--- src/rtl/ctlbank_pkg.sv ---
package ctlbank_pkg;
  timeunit 1ns;
  timeprecision 1ps;

  // Addresses whose positions the behaviour depends on
  localparam int A_CFG  = 'h000;
  localparam int A_ID   = 'h003;
  localparam int A_RSEL = 'h004;
  localparam int A_SYNC = 'h230;
  localparam int A_RSVD = 'h231;
  localparam int A_XFER = 'h232;

  localparam int IDX_W  = 8;
  localparam int SYNC_W = 3;

  typedef enum logic [2:0] {
    K_NONE,
    K_CFG,
    K_ID,
    K_RSEL,
    K_BUF,
    K_XFER
  } kind_e;

  typedef struct packed {
    kind_e            kind;
    logic [IDX_W-1:0] idx;
  } dec_t;

  function automatic logic [7:0] gen_default(int i);
    return 8'h5A ^ 8'(i * 19);
  endfunction
endpackage

--- src/rtl/ctlbank_decode.sv ---
module ctlbank_decode
  import ctlbank_pkg::*;
#(
  parameter int ADDR_W   = 10,
  parameter int N_GEN    = 8,
  parameter int GEN_BASE = 'h010
) (
  input  logic [ADDR_W-1:0] addr_i,
  output dec_t              dec_o
);
  timeunit 1ns;
  timeprecision 1ps;

  localparam int GEN_TOP = GEN_BASE + N_GEN;

  int unsigned a;

  always_comb begin
    a           = 32'(addr_i);
    dec_o.kind  = K_NONE;
    dec_o.idx   = '0;
    if (a == A_CFG) begin
      dec_o.kind = K_CFG;
    end else if (a == A_ID) begin
      dec_o.kind = K_ID;
    end else if (a == A_RSEL) begin
      dec_o.kind = K_RSEL;
    end else if (a == A_XFER) begin
      dec_o.kind = K_XFER;
    end else if (a == A_SYNC) begin
      dec_o.kind = K_BUF;
      dec_o.idx  = IDX_W'(N_GEN);
    end else if (a >= GEN_BASE && a < GEN_TOP) begin
      dec_o.kind = K_BUF;
      dec_o.idx  = IDX_W'(a - GEN_BASE);
    end
  end
endmodule

--- src/rtl/ctlbank_slot.sv ---
module ctlbank_slot #(
  parameter int           W    = 8,
  parameter logic [W-1:0] DFLT = '0
) (
  input  logic         clk,
  input  logic         rst,
  input  logic         hold_i,
  input  logic         wr_i,
  input  logic [W-1:0] wdata_i,
  input  logic         xfer_i,
  output logic [W-1:0] buf_o,
  output logic [W-1:0] act_o
);
  timeunit 1ns;
  timeprecision 1ps;

  logic [W-1:0] buf_q, act_q, buf_nx;

  always_comb buf_nx = wr_i ? wdata_i : buf_q;

  always_ff @(posedge clk) begin
    if (rst || hold_i) begin
      buf_q <= DFLT;
      act_q <= DFLT;
    end else begin
      buf_q <= buf_nx;
      if (xfer_i) act_q <= buf_nx;
    end
  end

  assign buf_o = buf_q;
  assign act_o = act_q;

  // live copy moves only on a transfer (or a reset)
  assert_live_stable_R1: assert property (@(posedge clk) disable iff (rst)
    (!xfer_i && !hold_i) |=> $stable(act_o));

  // after a transfer edge, live equals the staging copy
  assert_copy_match_R2: assert property (@(posedge clk) disable iff (rst)
    (xfer_i && !hold_i) |=> (act_o == buf_o));

  // soft reset forces both copies to the default
  assert_hold_dflt_R5: assert property (@(posedge clk) disable iff (rst)
    hold_i |=> (act_o == DFLT && buf_o == DFLT));
endmodule

--- src/rtl/ctlbank_rdmux.sv ---
module ctlbank_rdmux
  import ctlbank_pkg::*;
#(
  parameter int         NS     = 9,
  parameter logic [7:0] ID_VAL = 8'h61
) (
  input  logic          clk,
  input  logic          rst,
  input  logic          rd_i,
  input  dec_t          dec_i,
  input  logic          srst_i,
  input  logic          sel_i,
  input  logic          xfer_i,
  input  logic [NS*8-1:0] buf_i,
  input  logic [NS*8-1:0] act_i,
  output logic [7:0]    rdata_o
);
  timeunit 1ns;
  timeprecision 1ps;

  logic [7:0] rd_nx, rd_q;
  int         base;

  always_comb begin
    base  = 32'(dec_i.idx) * 8;
    rd_nx = 8'h00;
    case (dec_i.kind)
      K_CFG:  rd_nx = {5'b0, srst_i, 2'b0};
      K_ID:   rd_nx = ID_VAL;
      K_RSEL: rd_nx = {7'b0, sel_i};
      K_XFER: rd_nx = {7'b0, xfer_i};
      K_BUF:  rd_nx = sel_i ? act_i[base +: 8] : buf_i[base +: 8];
      default: rd_nx = 8'h00;
    endcase
  end

  always_ff @(posedge clk) begin
    if (rst) rd_q <= 8'h00;
    else if (rd_i) rd_q <= rd_nx;
  end

  assign rdata_o = rd_q;

  // read data holds while no read is issued
  assert_rd_hold_R9: assert property (@(posedge clk) disable iff (rst)
    !rd_i |=> $stable(rdata_o));
endmodule

--- src/rtl/ctlbank_top.sv ---
module ctlbank_top
  import ctlbank_pkg::*;
#(
  parameter int         ADDR_W   = 10,
  parameter int         N_GEN    = 8,
  parameter int         GEN_BASE = 'h010,
  parameter logic [7:0] ID_VAL   = 8'h61
) (
  input  logic              clk,
  input  logic              rst,
  input  logic              wr_en,
  input  logic              rd_en,
  input  logic [ADDR_W-1:0] addr,
  input  logic [7:0]        wdata,
  output logic [7:0]        rdata,
  output logic [N_GEN*8-1:0] live_ctl_o,
  output logic [2:0]        live_sync_o
);
  timeunit 1ns;
  timeprecision 1ps;

  localparam int NS = N_GEN + 1;

  dec_t            dec;
  logic            srst_q, sel_q, xfer_q;
  logic            wr_ok;
  logic [NS*8-1:0] buf_all, act_all;

  ctlbank_decode #(
    .ADDR_W  (ADDR_W),
    .N_GEN   (N_GEN),
    .GEN_BASE(GEN_BASE)
  ) u_dec (
    .addr_i(addr),
    .dec_o (dec)
  );

  assign wr_ok = wr_en && !srst_q;

  // Immediate controls
  always_ff @(posedge clk) begin
    if (rst) srst_q <= 1'b0;
    else if (wr_en && dec.kind == K_CFG) srst_q <= wdata[2];
  end

  always_ff @(posedge clk) begin
    if (rst || srst_q) sel_q <= 1'b0;
    else if (wr_ok && dec.kind == K_RSEL) sel_q <= wdata[0];
  end

  always_ff @(posedge clk) begin
    if (rst || srst_q) xfer_q <= 1'b0;
    else xfer_q <= wr_ok && dec.kind == K_XFER && wdata[0];
  end

  // Buffered registers
  for (genvar i = 0; i < NS; i++) begin : g_slot
    logic wr_s;
    assign wr_s = wr_ok && dec.kind == K_BUF && 32'(dec.idx) == i;

    if (i < N_GEN) begin : g_gen
      logic [7:0] b, a;
      ctlbank_slot #(
        .W   (8),
        .DFLT(gen_default(i))
      ) u_s (
        .clk    (clk),
        .rst    (rst),
        .hold_i (srst_q),
        .wr_i   (wr_s),
        .wdata_i(wdata),
        .xfer_i (xfer_q),
        .buf_o  (b),
        .act_o  (a)
      );
      assign buf_all[i*8 +: 8] = b;
      assign act_all[i*8 +: 8] = a;
    end else begin : g_sync
      logic [SYNC_W-1:0] b, a;
      ctlbank_slot #(
        .W   (SYNC_W),
        .DFLT('0)
      ) u_s (
        .clk    (clk),
        .rst    (rst),
        .hold_i (srst_q),
        .wr_i   (wr_s),
        .wdata_i(wdata[SYNC_W-1:0]),
        .xfer_i (xfer_q),
        .buf_o  (b),
        .act_o  (a)
      );
      assign buf_all[i*8 +: 8] = {{(8-SYNC_W){1'b0}}, b};
      assign act_all[i*8 +: 8] = {{(8-SYNC_W){1'b0}}, a};
    end
  end

  assign live_ctl_o  = act_all[N_GEN*8-1:0];
  assign live_sync_o = act_all[N_GEN*8 +: SYNC_W];

  ctlbank_rdmux #(
    .NS    (NS),
    .ID_VAL(ID_VAL)
  ) u_rd (
    .clk    (clk),
    .rst    (rst),
    .rd_i   (rd_en),
    .dec_i  (dec),
    .srst_i (srst_q),
    .sel_i  (sel_q),
    .xfer_i (xfer_q),
    .buf_i  (buf_all),
    .act_i  (act_all),
    .rdata_o(rdata)
  );

  // the transfer bit never survives an edge without a fresh arming write
  assert_xfer_selfclr_R3: assert property (@(posedge clk) disable iff (rst)
    !(wr_en && addr == ADDR_W'(A_XFER)) |=> !xfer_q);

  // soft reset is sticky until 0x000 is written
  assert_srst_sticky_R5: assert property (@(posedge clk) disable iff (rst)
    (srst_q && !(wr_en && addr == ADDR_W'(A_CFG))) |=> srst_q);

  // soft reset returns the read select to staging
  assert_rsel_dflt_R4: assert property (@(posedge clk) disable iff (rst)
    srst_q |=> !sel_q);

  // identification byte
  assert_id_read_R6: assert property (@(posedge clk) disable iff (rst)
    (rd_en && addr == ADDR_W'(A_ID)) |=> (rdata == ID_VAL));

  // reserved byte reads zero
  assert_rsvd_read_R8: assert property (@(posedge clk) disable iff (rst)
    (rd_en && addr == ADDR_W'(A_RSVD)) |=> (rdata == 8'h00));
endmodule

--- config.mk ---
export PLATFORM = sky130hd
export DESIGN_NAME = ctlbank_top
export DESIGN_NICKNAME = d
export VERILOG_FILES = /design/src/rtl/ctlbank_pkg.sv /design/src/rtl/ctlbank_decode.sv /design/src/rtl/ctlbank_slot.sv /design/src/rtl/ctlbank_rdmux.sv /design/src/rtl/ctlbank_top.sv
export SDC_FILE = /design/constraint.sdc
export NUM_CORES = 1
export LEC_CHECK = 0
export ABC_CLOCK_PERIOD_IN_PS = 2970
export BUFFER_PORTS_ARGS = -buffer_cell sky130_fd_sc_hd__buf_2
export CORE_MARGIN = 10
export CORE_UTILIZATION = 55
export CTS_BUF_LIST = sky130_fd_sc_hd__clkbuf_4
export CTS_CLUSTER_DIAMETER = 200
export DETAILED_ROUTE_END_ITERATION = 8
export GPL_TIMING_DRIVEN = 0
export PLACE_DENSITY = 0.77
export SLEW_MARGIN = 30
export SYNTH_ARGS = -nofsm -noshare
export SYNTH_HDL_FRONTEND = slang
export SYNTH_SLANG_ARGS = --single-unit
--- constraint.sdc ---
create_clock -name clk -period 2.97 [get_ports clk]
set_input_delay 0.1485 -clock clk [delete_from_list [all_inputs] [get_ports clk]]
set_output_delay 0.1485 -clock clk [all_outputs]
set_load 0.01 [all_outputs]
==> impl_results.md <==
* Synth async-reset ratio at 0
* Ordered list of cells on the worst path: buf_2, buf_1, mux2i_1, a211oi_1, a22oi_1, o32ai_1
* Final sum of negative setup slack at 0 ns
* Clock transition at the registers of the reported paths at 0.14 ns
* Input/output buffers at 89
* Ant. Diodes at 0
* ANT nets after route at 0
* Most area-hungry cell type in the Yosys netlist: dfxtp_1
* Share of post-route cells with drive strength above 1 at 0.203
* Endpoint of the worst register-to-register path: u_rd.rdata_o[4]
* First-pass detailed-route iteration total at 8
* Total via count after detailed routing at 6619
* Most used cells in the layout excluding fill and tap cells: dfxtp_1 (145), mux2i_1 (102), buf_2 (100)
* Area share of the largest cell type after synthesis at 0.419
* Dpl cells at 1006
* Die area at 0.0175 mm²
* Highest attainable clock frequency at 347 MHz
* Crit share post-route at 0.970
* CTS Buf Count at 17
* Starting utilization of the core area at 0.569
* FILL cells at 1087
* Cell types occupying the most area after synthesis: dfxtp_1 (42%), mux2i_1 (15%), a21oi_1 (4.0%)
* Beginning of the worst register-to-register path: sel_q
* Floorplan core area at 0.0122 mm²
* Dominant synthesized flop cell: dfxtp_1
* Yosys warnings at 0
* Endpoint required time on the critical path at 3.42 ns
* Number of instances in the synthesized netlist at 749
* Worst Hold Slack at 0.126 ns
* Overall routing resource usage at 0.284
* Pin count of the biggest net entering global routing at 17
* Die outline height at 132 µm
* Area of the mapped netlist at 0.00692 mm²
* P&R area growth vs syn at 14.3%
* Final hold viol count at 0
* Post-route non-filler standard cell count at 1039
* Logic depth of the worst setup path including buffers at 6
* Clock Skew at 0.0227 ns
* I/O pin count at 97
* Maximum VDD drop at 0.000393 V
* Skew-Pair Late Insertion Delay at 0.59 ns
* Delay of the slowest critical-path stage at 0.75 ns
* Avg Synthesized Cell Area at 9.24 µm²
* Final HPWL from detailed placement at 18.9 mm
* Number of nets at the end of the flow at 885
* Most common cell after layout, fill and taps aside: dfxtp_1
* Detail-routed via count per cell at 6.37
* Number of maximum-capacitance constraint violations at 0
* Outcome: finished clean
* Number of design rule violations left after detail routing at 0
* Sequential element share of the synthesized area at 0.419
* Nature of the critical path endpoint: flop
* Worst slew margin relative to its limit at 0.347
* Global placement routability congestion at 0.996
* Wire length after detailed routing at 25.6 mm
* Chip width at 132 µm
* Buffers & Inverters on Critical Path at 2
* Slowest library cell on the worst path: buf_1
* Number of global-route vias before repair at 6474
* Last element of the critical path: u_rd.rdata_o[4]
* Crit-path leading delay family: buffers and inverters
* Sort of element at the start of the critical path: flop
* H-tree depth at 4
* Largest fanout on the critical path at 10
* Detailed-route wire length per cell at 24.7 µm
* Count of state elements after synthesis at 145
* Crit Path Category: reg -> reg
* Final global-route overflow total at 0
* Post-layout minimum cycle time at 2.88 ns
* Worst Slack Setup Final at 0.0895 ns
* Worst-case clock buffer depth at 2
* Leakage power total at 2.78 nW
* Post-CTS Setup Bufs at 0
* Post-Synthesis Net Count at 775
* Antenna violations before repair at 0
* CTS Root Buffer Type: clkbuf_4
* Crit path from: sel_q
* Arrival time of the worst setup path at 3.33 ns
* Setup slack of the most critical reg-to-reg path at 0.09 ns
* Netlist cell types at 62
* Tightest Pin Transition at 0.979 ns
* Final slew viol count at 0
* TritonCTS clock tree: done
* RSZ-0062 raised after global routing: no
* Pwr per Cell Area at 437 mW/mm²
* Number of clock sinks at 145
* Initial drt markers at 790
* Class of the most critical hold timing path: in -> reg
* Number of cell instances on the worst register-to-register path at 6
* Global-route wire length before repair at 38.6 mm
* Final setup fails at 0
* Post-synth EDFFs at 0
* Final Core Density at 0.651
* Pre-CTS setup slack at -0.319 ns
* Total number of placement rows at 40
-- power by group --
group          internal (W)  switching, W  leakage [nW]  total [W]
registers           0.00194   0.000000164          1.17    0.00195
logic             0.0000483      0.000149          1.46   0.000197
clock network      0.000521      0.000797         0.152    0.00132
total               0.00251      0.000946          2.78    0.00346
-- metal layers --
layer  track usage  routed length [µm]
met1         0.348               10300
met4         0.138                1210
met5             0                   0
met3        0.0823                2410
met2         0.446               11700
-- cell type report --
| class | instances | area [µm²] | area share |
|---|---|---|---|
| Buffer | 62 | 277 | 0.0349 |
| Clock buffer | 18 | 135 | 0.0171 |
| Clock inverter | 13 | 153 | 0.0193 |
| Inverter | 7 | 26.3 | 0.00332 |
| Multi-Input combinational cell | 534 | 3730 | 0.472 |
| Sequential cell | 145 | 2900 | 0.367 |
| Tap cell | 168 | 210 | 0.0266 |
| Timing Repair Buffer | 92 | 475 | 0.0601 |
-- what timing repair did --
item                       4_1_cts  5_1_grt
resized for setup                6        1
hold buffers                     2        1
hold endpoints to repair         3        1
setup endpoints to repair        7        3
-- flip-flops by register name, indices dropped and copies added (netlist names) --
name	flops
g_slot.g_gen.u_s.buf_o	64
sel_q	1
g_slot.g_gen.u_s.act_o	64
g_slot.g_sync.u_s.buf_o	3
xfer_q	1
u_rd.rdata_o	8
srst_q	1
g_slot.g_sync.u_s.act_o	3
-- synth_stat cells, types with 8 or more instances --
library cell,instances
dfxtp_1,145
mux2i_1,102
nor2_1,59
a21oi_1,55
nand2_1,53
clkbuf_1,45
o21ai_0,41
nor3_1,32
a211oi_1,18
nand3_1,16
mux2_2,14
a31oi_1,12
buf_2,12
o211ai_1,11
nand2b_1,10
o22ai_1,9
nand4_1,8
o2111ai_1,8
or3_1,8
-- how the worst min path moves through the flow --
stage | startpoint | end | cells past startpoint
floorplan | wdata[0] | g_slot[6].g_gen.u_s.buf_o[0] | 2
global placement | u_rd.rdata_o[3] | u_rd.rdata_o[3] | 2
detailed placement | wdata[0] | g_slot[6].g_gen.u_s.buf_o[0] | 3
CTS | wdata[2] | g_slot[4].g_gen.u_s.act_o[2] | 4
global route | wdata[5] | g_slot[4].g_gen.u_s.buf_o[5] | 3
finish | wdata[5] | g_slot[4].g_gen.u_s.buf_o[5] | 3
-- tightest hold or removal path, delay by kind of cell --
kind | cells | cell delay (ns)
buffers and inverters | 1 | 0.26
AOI/OAI and AO/OA | 1 | 0.07
and+or+nand+nor | 1 | 0.18
-- cell families after synthesis --
kind of cell,Yosys count,synth area share
AND/OR/NAND/NOR,223,0.175
AO/OA/AOI/OAI,187,0.176
flip-flops,145,0.419
multiplexers,119,0.180
buffers and inverters,70,0.0412
adder cells (fa/ha/maj),4,0.00723
XOR/XNOR,1,0.00127
-- stage by stage --
step / instance area (µm²) / power [W]
after floorplan: 6920 / 0.00210
after global placement: 7580 / 0.00217
after detailed placement: 7580 / 0.00217
after CTS: 7910 / 0.00344
after global routing: 7910 / 0.00356
final: 7910 / 0.00346
No activity file was read; power rests on OpenSTA's default activity.
